File: src/rtl/mctp_txf_pkg.sv
package mctp_txf_pkg;

   // command kinds towards the controller front end
   typedef enum logic [1:0] {
      CMD_START   = 2'd0,
      CMD_DATA    = 2'd1,
      CMD_STOP    = 2'd2,
      CMD_RELEASE = 2'd3
   } cmd_kind_e;

   typedef enum logic [2:0] {
      ST_IDLE,
      ST_REQ,
      ST_ADDR,
      ST_HDR,
      ST_PLD,
      ST_PEC,
      ST_STOP,
      ST_REL
   } fr_state_e;

   // one byte of a non-reflected CRC-8 with initial value folded in by the caller
   function automatic logic [7:0] pec_step(input logic [7:0] crc,
                                           input logic [7:0] din,
                                           input logic [7:0] poly);
      logic [7:0] c;
      c = crc ^ din;
      for (int b = 0; b < 8; b++) begin
         c = c[7] ? ((c << 1) ^ poly) : (c << 1);
      end
      return c;
   endfunction

endpackage

File: src/rtl/mctp_txf_pec.sv
module mctp_txf_pec
   import mctp_txf_pkg::*;
#(
   parameter logic [7:0] POLY      = 8'h07,
   parameter bit         USE_TABLE = 1'b1
) (
   input  logic       clk,
   input  logic       rst_n,
   input  logic       en,
   input  logic       restart,
   input  logic [7:0] din,
   output logic [7:0] pec_o
);

   logic [7:0] crc_q;
   logic [7:0] base;
   logic [7:0] crc_nxt;

   assign base = restart ? 8'h00 : crc_q;

   generate
      if (USE_TABLE) begin : g_table
         // byte-wide lookup: crc' = T[crc ^ din]
         logic [7:0] tbl [256];
         for (genvar g = 0; g < 256; g++) begin : g_ent
            assign tbl[g] = pec_step(8'h00, 8'(g), POLY);
         end
         assign crc_nxt = tbl[base ^ din];
      end else begin : g_logic
         assign crc_nxt = pec_step(base, din, POLY);
      end
   endgenerate

   always_ff @(posedge clk or negedge rst_n) begin
      if (!rst_n) begin
         crc_q <= 8'h00;
      end else if (en) begin
         crc_q <= crc_nxt;
      end
   end

   assign pec_o = crc_q;

   // a restarted accumulation depends only on the first byte
   p_pec_restart_r6: assert property (@(posedge clk) disable iff (!rst_n)
      (en && restart) |=> (crc_q == pec_step(8'h00, $past(din), POLY)));

endmodule

File: src/rtl/mctp_txf_hdr.sv
module mctp_txf_hdr #(
   parameter int         ADDR_W    = 7,
   parameter int         EID_W     = 8,
   parameter int         TAG_W     = 3,
   parameter int         SEQ_W     = 2,
   parameter int         LEN_W     = 8,
   parameter int         IDX_W     = 3,
   parameter int         CNT_EXTRA = 5,
   parameter logic [7:0] CMD_CODE  = 8'h0F,
   parameter logic [7:0] VERSION   = 8'h01
) (
   input  logic [IDX_W-1:0]  idx,
   input  logic [LEN_W-1:0]  len,
   input  logic [ADDR_W-1:0] own_addr,
   input  logic [EID_W-1:0]  peer_eid,
   input  logic [EID_W-1:0]  own_eid,
   input  logic              som,
   input  logic              eom,
   input  logic [SEQ_W-1:0]  seq,
   input  logic [TAG_W-1:0]  tag,
   output logic [7:0]        byte_o
);

   localparam int PAD_W = 8 - 2 - SEQ_W - TAG_W;

   logic [7:0] flags;
   logic [7:0] count;
   logic [7:0] src_byte;

   // flags layout {som, eom, seq, pad, tag}
   assign flags    = {som, eom, seq, {PAD_W{1'b0}}, tag};
   // byte count covers source byte, transport header and payload
   assign count    = 8'(len + LEN_W'(CNT_EXTRA));
   assign src_byte = {own_addr, 1'b1};

   always_comb begin
      unique case (idx)
         IDX_W'(1): byte_o = CMD_CODE;
         IDX_W'(2): byte_o = count;
         IDX_W'(3): byte_o = src_byte;
         IDX_W'(4): byte_o = VERSION;
         IDX_W'(5): byte_o = peer_eid;
         IDX_W'(6): byte_o = own_eid;
         IDX_W'(7): byte_o = flags;
         default:   byte_o = 8'h00;
      endcase
   end

endmodule

File: src/rtl/mctp_txf_seq.sv
module mctp_txf_seq #(
   parameter int SEQ_W = 2
) (
   input  logic             clk,
   input  logic             rst_n,
   input  logic             load,
   input  logic [SEQ_W-1:0] init,
   input  logic             inc,
   output logic [SEQ_W-1:0] seq_o
);

   logic [SEQ_W-1:0] seq_q;

   always_ff @(posedge clk or negedge rst_n) begin
      if (!rst_n) begin
         seq_q <= '0;
      end else if (load) begin
         seq_q <= init;
      end else if (inc) begin
         seq_q <= seq_q + 1'b1;
      end
   end

   assign seq_o = seq_q;

   // one step per sent packet, wrapping
   p_seq_step_r7: assert property (@(posedge clk) disable iff (!rst_n)
      (inc && !load) |=> (seq_q == SEQ_W'($past(seq_q) + 1'b1)));

   p_seq_excl_r7: assert property (@(posedge clk) disable iff (!rst_n)
      !(load && inc));

endmodule

File: src/rtl/mctp_smbus_tx_framer.sv
module mctp_smbus_tx_framer
   import mctp_txf_pkg::*;
#(
   parameter int         ADDR_W        = 7,
   parameter int         EID_W         = 8,
   parameter int         TAG_W         = 3,
   parameter int         SEQ_W         = 2,
   parameter int         LEN_W         = 8,
   parameter int         MAX_PLD       = 250,
   parameter logic [7:0] CMD_CODE      = 8'h0F,
   parameter logic [7:0] VERSION       = 8'h01,
   parameter logic [7:0] PEC_POLY      = 8'h07,
   parameter bit         PEC_USE_TABLE = 1'b1
) (
   input  logic              clk,
   input  logic              rst_n,
   input  logic              start_i,
   input  logic [ADDR_W-1:0] own_addr_i,
   input  logic [ADDR_W-1:0] peer_addr_i,
   input  logic [EID_W-1:0]  own_eid_i,
   input  logic [EID_W-1:0]  peer_eid_i,
   input  logic [TAG_W-1:0]  tag_i,
   input  logic [SEQ_W-1:0]  seq_init_i,
   output logic              frag_req_o,
   input  logic              frag_valid_i,
   input  logic [LEN_W-1:0]  frag_len_i,
   input  logic              frag_som_i,
   input  logic              frag_eom_i,
   output logic              pld_rd_o,
   input  logic [7:0]        pld_data_i,
   output logic              cmd_valid_o,
   output logic [1:0]        cmd_kind_o,
   output logic [7:0]        cmd_data_o,
   input  logic              cmd_ready_i,
   input  logic              ctl_err_i,
   output logic              busy_o
);

   localparam int               IDX_W     = 3;
   localparam int               CNT_EXTRA = 4 + 1;  // transport header + source byte
   localparam logic [IDX_W-1:0] HDR_LAST  = IDX_W'(7);
   localparam logic [LEN_W-1:0] MAX_LEN   = LEN_W'(MAX_PLD);

   initial begin
      p_cfg_fields_r4: assert (ADDR_W + 1 == 8 && EID_W == 8 && TAG_W + SEQ_W + 3 == 8)
         else $error("field widths do not fill the header bytes");
      p_cfg_limit_r10: assert (MAX_PLD + CNT_EXTRA <= 255 && MAX_PLD < (1 << LEN_W))
         else $error("payload limit exceeds the byte count field");
   end

   fr_state_e          state_q;
   logic [ADDR_W-1:0]  peer_addr_q, own_addr_q;
   logic [EID_W-1:0]   peer_eid_q, own_eid_q;
   logic [TAG_W-1:0]   tag_q;
   logic [LEN_W-1:0]   len_q, rem_q;
   logic               som_q, eom_q;
   logic [IDX_W-1:0]   idx_q;
   logic [SEQ_W-1:0]   seq;
   logic [7:0]         hdr_byte;
   logic [7:0]         pec;
   cmd_kind_e          kind;
   logic               fire;

   // ------------------------------------------------------------------ output side
   always_comb begin
      cmd_valid_o = 1'b1;
      kind        = CMD_DATA;
      cmd_data_o  = 8'h00;
      unique case (state_q)
         ST_ADDR: begin kind = CMD_START;   cmd_data_o = {peer_addr_q, 1'b0}; end
         ST_HDR:  begin kind = CMD_DATA;    cmd_data_o = hdr_byte;            end
         ST_PLD:  begin kind = CMD_DATA;    cmd_data_o = pld_data_i;          end
         ST_PEC:  begin kind = CMD_DATA;    cmd_data_o = pec;                 end
         ST_STOP: begin kind = CMD_STOP;                                      end
         ST_REL:  begin kind = CMD_RELEASE;                                   end
         default: begin cmd_valid_o = 1'b0;                                   end
      endcase
   end

   assign cmd_kind_o = kind;
   assign fire       = cmd_valid_o && cmd_ready_i && !ctl_err_i;
   assign pld_rd_o   = (state_q == ST_PLD) && fire;
   assign frag_req_o = (state_q == ST_REQ);
   assign busy_o     = (state_q != ST_IDLE);

   // ------------------------------------------------------------------ control
   always_ff @(posedge clk or negedge rst_n) begin
      if (!rst_n) begin
         state_q     <= ST_IDLE;
         peer_addr_q <= '0;
         own_addr_q  <= '0;
         peer_eid_q  <= '0;
         own_eid_q   <= '0;
         tag_q       <= '0;
         len_q       <= '0;
         rem_q       <= '0;
         som_q       <= 1'b0;
         eom_q       <= 1'b0;
         idx_q       <= '0;
      end else if (ctl_err_i && state_q != ST_IDLE) begin
         state_q <= ST_IDLE;  // abandon frame and message
      end else begin
         unique case (state_q)
            ST_IDLE: if (start_i) begin
               peer_addr_q <= peer_addr_i;  // context captured once
               own_addr_q  <= own_addr_i;
               peer_eid_q  <= peer_eid_i;
               own_eid_q   <= own_eid_i;
               tag_q       <= tag_i;
               state_q     <= ST_REQ;
            end
            ST_REQ: if (frag_valid_i) begin
               if (frag_len_i == '0) begin
                  state_q <= ST_REL;
               end else begin
                  len_q   <= frag_len_i;
                  som_q   <= frag_som_i;
                  eom_q   <= frag_eom_i;
                  state_q <= ST_ADDR;
               end
            end
            ST_ADDR: if (fire) begin
               idx_q   <= IDX_W'(1);
               state_q <= ST_HDR;
            end
            ST_HDR: if (fire) begin
               if (idx_q == HDR_LAST) begin
                  rem_q   <= len_q;
                  state_q <= ST_PLD;
               end else begin
                  idx_q <= idx_q + 1'b1;
               end
            end
            ST_PLD: if (fire) begin
               rem_q <= rem_q - 1'b1;
               if (rem_q == LEN_W'(1)) state_q <= ST_PEC;
            end
            ST_PEC:  if (fire) state_q <= ST_STOP;
            ST_STOP: if (fire) state_q <= ST_REQ;
            ST_REL:  if (fire) state_q <= ST_IDLE;
            default: state_q <= ST_IDLE;
         endcase
      end
   end

   // ------------------------------------------------------------------ datapath blocks
   mctp_txf_hdr #(
      .ADDR_W(ADDR_W), .EID_W(EID_W), .TAG_W(TAG_W), .SEQ_W(SEQ_W),
      .LEN_W(LEN_W), .IDX_W(IDX_W), .CNT_EXTRA(CNT_EXTRA),
      .CMD_CODE(CMD_CODE), .VERSION(VERSION)
   ) u_hdr (
      .idx(idx_q), .len(len_q), .own_addr(own_addr_q),
      .peer_eid(peer_eid_q), .own_eid(own_eid_q),
      .som(som_q), .eom(eom_q), .seq(seq), .tag(tag_q),
      .byte_o(hdr_byte)
   );

   mctp_txf_seq #(.SEQ_W(SEQ_W)) u_seq (
      .clk(clk), .rst_n(rst_n),
      .load((state_q == ST_IDLE) && start_i && !ctl_err_i),
      .init(seq_init_i),
      .inc((state_q == ST_STOP) && fire),
      .seq_o(seq)
   );

   mctp_txf_pec #(.POLY(PEC_POLY), .USE_TABLE(PEC_USE_TABLE)) u_pec (
      .clk(clk), .rst_n(rst_n),
      .en(fire && (state_q == ST_ADDR || state_q == ST_HDR || state_q == ST_PLD)),
      .restart(state_q == ST_ADDR),
      .din(cmd_data_o),
      .pec_o(pec)
   );

   // ------------------------------------------------------------------ assertions
   p_idle_quiet_r1: assert property (@(posedge clk) disable iff (!rst_n)
      !busy_o |-> (!cmd_valid_o && !frag_req_o));

   p_zero_release_r2: assert property (@(posedge clk) disable iff (!rst_n)
      (frag_req_o && frag_valid_i && frag_len_i == '0 && !ctl_err_i)
      |=> (cmd_valid_o && cmd_kind_o == CMD_RELEASE));

   p_stop_then_req_r6: assert property (@(posedge clk) disable iff (!rst_n)
      (fire && cmd_kind_o == CMD_STOP) |=> frag_req_o);

   p_hold_cmd_r8: assert property (@(posedge clk) disable iff (!rst_n)
      (cmd_valid_o && !cmd_ready_i && !ctl_err_i)
      |=> (cmd_valid_o && $stable(cmd_kind_o) && $stable(cmd_data_o)));

   p_abort_r9: assert property (@(posedge clk) disable iff (!rst_n)
      (ctl_err_i && busy_o) |=> (!busy_o && !cmd_valid_o));

   p_len_limit_r10: assert property (@(posedge clk) disable iff (!rst_n)
      (frag_req_o && frag_valid_i) |-> (frag_len_i <= MAX_LEN));

   p_pop_data_r5: assert property (@(posedge clk) disable iff (!rst_n)
      pld_rd_o |-> (cmd_kind_o == CMD_DATA && busy_o));

endmodule

File: config.mk
export PLATFORM = sky130hd
export DESIGN_NAME = mctp_smbus_tx_framer
export DESIGN_NICKNAME = d
export VERILOG_FILES = /design/src/rtl/mctp_txf_pkg.sv /design/src/rtl/mctp_txf_pec.sv /design/src/rtl/mctp_txf_hdr.sv /design/src/rtl/mctp_txf_seq.sv /design/src/rtl/mctp_smbus_tx_framer.sv
export SDC_FILE = /design/constraint.sdc
export NUM_CORES = 1
export LEC_CHECK = 0
export ABC_AREA = 0
export BUFFER_PORTS_ARGS = -buffer_cell sky130_fd_sc_hd__buf_2
export CAP_MARGIN = 20
export CORE_MARGIN = 4
export CORE_UTILIZATION = 56
export DETAILED_ROUTE_END_ITERATION = 6
export GPL_ROUTABILITY_DRIVEN = 0
export PLACE_DENSITY = 0.8
export SKIP_LAST_GASP = 1
export SLEW_MARGIN = 15
export SYNTH_ARGS = -nofsm -noshare
export SYNTH_HDL_FRONTEND = slang
export SYNTH_SLANG_ARGS = --single-unit
export TNS_END_PERCENT = 5
File: constraint.sdc
create_clock -name clk -period 3.45 [get_ports clk]
set_input_delay 0.69 -clock clk [delete_from_list [all_inputs] [get_ports clk]]
set_output_delay 0.69 -clock clk [all_outputs]
set_load 0.01 [all_outputs]
Word level (Yosys, flattened, before mapping)
Memory sizes are Yosys's and may differ from the RTL's. A register that Yosys moved wholly into a read port is not among the register bits.
Cells that the tools add are included.
{"block": "totals", "word_cells": 102, "memories": 1, "out_inout_bits": 14, "rom_bits": 2048, "regBits": 59}
{"name": "(name not given)", "depth": 256, "word_bits": 8, "rd": 1, "rd_clocked_by_memory_dff": 1, "wr": 0, "line": "mctp_txf_pec.sv:28", "source": "assign crc_nxt = tbl[base ^ din];"}
{"block": "classes", "eq_ne": 30, "reduce_logical": 24, "add_sub_neg": 4, "bitwise_logic": 4, "n_mux": 27}
{"op": "8-bit case mux with 7 select lines", "count": 1}
{"op": "3-bit 2-to-1 mux", "count": 14}
{"op": "8-bit 2-to-1 mux", "count": 4}
{"op": "8-bit case mux with 4 select lines", "count": 1}
{"op": "3-bit equality test (second input constant)", "count": 8}
{"op": "3-bit case mux with 8 select lines", "count": 1}
{"op": "3-bit inequality test (second input constant)", "count": 7}
{"op": "8-bit case mux with 2 select lines", "count": 1}
{"op": "3-bit by 2-bit equality test with 1-bit output (second input constant)", "count": 4}
{"op": "2-bit inequality test (second input constant)", "count": 5}
{"op": "10-bit AND reduction", "count": 1}
{"op": "5-bit AND reduction", "count": 2}
{"op": "8-bit NOT with 9-bit output", "count": 1}
{"op": "8-bit by 3-bit adder with 8-bit output (second input constant)", "count": 1}
{"op": "8-bit by 1-bit equality test with 1-bit output (second input constant)", "count": 1}
{"op": "1-bit logical AND", "count": 8}
{"op": "8-bit logical NOT", "count": 1}
{"op": "8-bit by 1-bit subtractor with 8-bit output (second input constant)", "count": 1}
{"op": "8-bit bitwise XOR", "count": 1}
{"op": "3-bit by 1-bit equality test with 1-bit output (second input constant)", "count": 2}
{"op": "3-bit by 1-bit inequality test with 1-bit output (second input constant)", "count": 2}
{"op": "2-bit case mux with 3 select lines", "count": 1}
{"op": "3-bit case mux with 2 select lines", "count": 1}
{"op": "2-bit nonzero test", "count": 3}
{"op": "other kinds (13)", "count": 17}

Logic depth before layout (Yosys ltp)
{"block": "logic_depth", "ltp_word": 8, "depth_mapped": 16, "ltp_nobuf": 15}

By module
From an unflattened synthesis, not the netlist that was laid out.
{"block": "unflattened", "hier_cells": 482, "hier_area_um2": 4257.8}
{"mod": "mctp_smbus_tx_framer", "area_per_inst_um2": 2842.7, "seq_area_each_um2": 1426.4, "cells_each": 311, "n_inst": 1}
{"mod": "mctp_txf_pec", "area_per_inst_um2": 839.6, "seq_area_each_um2": 200.2, "cells_each": 91, "n_inst": 1}
{"mod": "mctp_txf_hdr", "area_per_inst_um2": 475.5, "seq_area_each_um2": 0.0, "cells_each": 71, "n_inst": 1}
{"mod": "mctp_txf_seq", "area_per_inst_um2": 100.1, "seq_area_each_um2": 50.0, "cells_each": 9, "n_inst": 1}

Worst setup path after synthesis
OpenSTA, ideal clock, no wires.
{"block": "synth_path", "kind": "register -> register", "from": "register idx_q[0]", "to": "register u_pec.crc_q[0] (netlist: u_pec.pec_o[0])", "setup_time_ns": 0.136, "setup_slack_ns": 0.352, "path_stages_with_launch": 15, "period_less_slack_ns": 3.098, "n_path_buf": 0, "arrival_ns": 2.962, "cell_sequence": "dfrtp_1 -> ha_1 -> ha_1 -> or3_4 -> o211ai_4 -> a31oi_1 -> a221o_1 -> xnor2_1 -> inv_1 -> ha_1 -> o21ai_0 -> o21ai_0 -> a31oi_1 -> and3b_1 -> o31ai_2"}
{"block": "synth_via", "elab_chain_len": 5}
{"item": "start, declared", "line": "mctp_smbus_tx_framer.sv:57", "source": "logic [IDX_W-1:0] idx_q;"}
{"item": "start signal, assigned", "line": "mctp_smbus_tx_framer.sv:131", "source": "idx_q <= idx_q + 1'b1;"}
{"item": "3-bit equality test, or another cell as far along", "line": "mctp_txf_hdr.sv:37", "source": "unique case (idx)"}
{"item": "8-bit case mux with 7 select lines *", "line": "mctp_txf_hdr.sv:37"}
{"item": "8-bit case mux with 4 select lines *", "line": "mctp_smbus_tx_framer.sv:69", "source": "unique case (state_q)"}
{"item": "via cmd_data_o[1]", "line": "mctp_smbus_tx_framer.sv:33", "source": "output logic [7:0] cmd_data_o,"}
{"item": "8-bit bitwise XOR *", "line": "mctp_txf_pec.sv:28"}
{"item": "8-bit NOT with 9-bit output (implied by the code) *", "line": "mctp_txf_pec.sv:28"}
{"item": "end, declared", "line": "mctp_txf_pec.sv:15", "source": "logic [7:0] crc_q;"}
Mark *: on every way through the listed nets, which the timed path passes. The rest lies on a longest branch.
A chain may end at the register's enable or synchronous reset.

Final worst setup path
{"block": "layout_path", "from": "register idx_q[0]", "to": "output port cmd_data_o[7]"}
{"block": "layout_via", "elab_chain_len": 3}
{"item": "3-bit equality test, or another cell as far along", "line": "mctp_txf_hdr.sv:37"}
{"item": "8-bit case mux with 7 select lines *", "line": "mctp_txf_hdr.sv:37"}
{"item": "8-bit case mux with 4 select lines *", "line": "mctp_smbus_tx_framer.sv:69"}
{"item": "end, declared", "line": "mctp_smbus_tx_framer.sv:33"}
Every way passes the cells marked *; elsewhere a longest branch is shown, timed or not.

==> impl_metrics.yaml <==
power_and_ir_drop:
  max-vdd-ir-drop_mv: 0.487
  p_per_area_nw_per_um2: 961
  p_leak_nw: 2.13
logic_synthesis:
  synthSimpleGateAreaFrac_pct: 14.2
  synthXorXnorAreaFrac_pct: 5.41
  synthAdderAreaFrac_pct: 3.69
  synth_mux_area_share_pct: 14.6
  syn_area_per_cell_sq_um: 10.4
  ys_async_sr_fraction_pct: 100
  synth.distinct_cells: 61
  seq_area_frac_synth_pct: 41.2
  synth_edf_count: 0
  syn_nets: 463
  yosys_warnings: 0
  ys_ff_latch: 67
  synth_top_family_by_area: "compound AO/OA/AOI/OAI gates"
  synth-compound-area-share_pct: 16.7
  ys.flop_type: "dfrtp_1"
  synth_area_sq_um: 4070
  synthCells: 392
place:
  port_buffers: 72
  dpl_cell_area_sq_um: 4480
  hpwl_um: 7330
clock_network:
  cts_tree: "yes"
  h-tree-depth: 3
  postCtsHoldBufs: 0
  root_buffer: "clkbuf_8"
  cts_buffers: 9
  clk_pin_slew_ns: 0.08
  insertion_delay_ns: 0.35
  clockBufferDepth: 2
  clock_sinks: 67
final_layout:
  areaGrowthSynthToFinish_pct: 16.1
  layout.nets: 536
  drive_gt1_share_pct: 35.7
  diodes: 0
  final_area_sq_um: 4720
sta:
  fmax_mhz: 311
  slew_headroom_pct: 29.2
  setup_tns_ns: 0
  rsz0062_at_grt: "false"
  drv_slew: 0
  fin_worst_skew_ns: 0.00970
  worst_pin_slew_ns: 1.05
  finalSetupViolCount: 0
  fin_crit_sh_pct: 93.1
  hold_viol_final: 0
  layout_min_cycle_time_ns: 3.21
drt:
  first_iter_violations: 256
  via_count: 3418
  ant_nets: 0
  wirelength_um: 10000
  drtPass1Iterations: 5
  drc: 0
  drt-vias-per-instance: 6.04
  routedWlPerCell_um: 17.7
setup_path:
  path_max_fanout: 10
  rr_worst_depth: 14
  critical_path_class: "reg2out"
  required_ns: 2.76
  arrival_ns: 2.52
  worst_setup_path_start_kind: "flip-flop"
  crit_path_end_kind: "primary output"
floorplanning:
  fp.dieH_um: 93.2
  initial_core_util_pct: 58.6
  placementRows: 30
  io_pins: 73
  die_w_um: 93.2
  dieArea_sq_um: 8690
  design.core.area_sq_um: 6940
worst_hold_path:
  hold_class: "reg2reg"
  hold_depth: 1
global_routing:
  grt_pass1_wl_um: 16300
  grt_pass1_vias: 3398
  grt.overflow.total: 0
  gr-usage-all-layers_pct: 24.1
  grt_max_degree: 68
  antenna_found_initial: 0
run_status:
  status: "complete, no violations"
flow_run:
  drv_cap: 0
==> where the power goes <==
| part | leakage [nW] | internal [mW] | switching (mW) |
|---|---|---|---|
| clock | 0.114 | 0.413 | 0.328 |
| sequential | 0.814 | 1.15 | 0.394 |
| combinational | 1.20 | 1.14 | 1.11 |
| total | 2.13 | 2.71 | 1.83 |
==> cells by family after synthesis <==
family	after synthesis
simple gates	109
compound gates	101
flops	67
mux	53
buf+inv	29
xor+xnor	21
fa+ha+maj	12
==> placed cells by master, fill, tap and decap left out, drive strengths merged, types with 4 or more instances in the layout <==
master / n
a21oi: 17
a22o: 4
a22oi: 12
a31oi: 8
and2b: 6
buf: 82
clkbuf: 9
dfrtp: 67
ha: 12
inv: 11
mux2: 50
nand2: 32
nand2b: 14
nor2: 26
nor3: 4
nor4: 4
o21ai: 33
or3: 5
xnor2: 13
xor2: 6
==> cell usage after synthesis (3+ instances only) <==
cell      instances  share of area, %
inv_1             9              0.83
nand2b_1         13               2.0
ha_1             12               3.7
nor4_1            4              0.61
nor2_1           26               2.4
a22oi_1          12               2.2
a211oi_1          3              0.55
nand2_1          32               3.0
nor3_1            4              0.49
a21oi_1          16               2.0
nand3_1           3              0.37
clkbuf_1          6              0.55
or3_1             3              0.46
xnor2_1          12               2.6
a221oi_1          3              0.65
mux2i_1           3              0.74
a22o_1            4              0.86
buf_2             6              0.74
buf_4             3              0.55
a31oi_1           8               1.2
dfrtp_1          67                41
and2b_2           5               1.1
o21ai_0          30               3.7
mux2_2           50                14
o22a_1            3              0.65
xor2_1            6               1.3
buf_6             3              0.83
o21ai_1           3              0.37
o221ai_1          3              0.65
==> metrics by stage <==
stage	hold slack [ns]	util, %	power, mW	cells	setup WS (ns)
6_report	0.514	68.0	4.54	566	0.237
3_3_place_gp	0.487	64.5	3.64	548	0.327
5_1_grt	0.526	68.0	4.85	566	0.00576
4_1_cts	0.515	67.7	4.51	564	0.134
2_1_floorplan	0.394	-	3.21	392	0.352
3_5_place_dp	0.496	64.5	3.76	548	0.148
==> worst paths after layout <==
check / start / endpoint / slack [ns]
max reg2reg: idx_q[0]$_DFFE_PN0P_ / u_pec.pec_o[0]$_DFFE_PN0P_ / 0.25
min in group asynchronous: rst_n / rem_q[1]$_DFFE_PN0P_ / 0.53
max: idx_q[0]$_DFFE_PN0P_ / cmd_data_o[7] / 0.24
min reg2reg: peer_eid_q[6]$_DFFE_PN0P_ / peer_eid_q[6]$_DFFE_PN0P_ / 0.51
min: peer_eid_q[6]$_DFFE_PN0P_ / peer_eid_q[6]$_DFFE_PN0P_ / 0.51
max in group asynchronous: rst_n / idx_q[1]$_DFFE_PN0P_ / 2.35
==> state kept, by name, summed over array words and instances, names as in the netlist <==
| name | count |
|---|---|
| u_seq.seq_o | 2 |
| state_q | 3 |
| tag_q | 3 |
| own_eid_q | 8 |
| u_pec.pec_o | 8 |
| peer_addr_q | 7 |
| idx_q | 3 |
| som_q | 1 |
| own_addr_q | 7 |
| rem_q | 8 |
| peer_eid_q | 8 |
| len_q | 8 |
| eom_q | 1 |
==> timing repair <==
action                                 CTS  global route
buffers inserted                         0             2
resized for setup                        0             1
endpoints found under the hold margin    0             0
setup endpoints to repair                0             1
==> routing by layer <==
layer  global-route usage, %  part of all wire, %  up-vias
met1                    31.1                   42     1679
met2                    39.4                   49      132
met3                    4.51                  5.7       22
met4                    10.5                  2.5        0
li1                        -                    -     1585
met5                       0                    0        -
==> worst max-delay path: stages, from the launching register on <==
cell and delay, ns:
dfrtp_1 0.42, inv_1 0.11, ha_1 0.23, buf_4 0.19, a22o_1 0.22, a222oi_1 0.37, a31oi_1 0.13, a221o_2 0.36
buf_2 0.15
==> layout make-up <==
class | count | area, sq um
multi-input combinational | 296 | 2230
fill | 545 | 2220
sequential | 67 | 1680
timing repair buffer | 82 | 435
clock buffer | 9 | 124
tap | 96 | 120
clock inverter | 7 | 100
inverter | 9 | 33.8
Power figures use the tool's default switching activity.
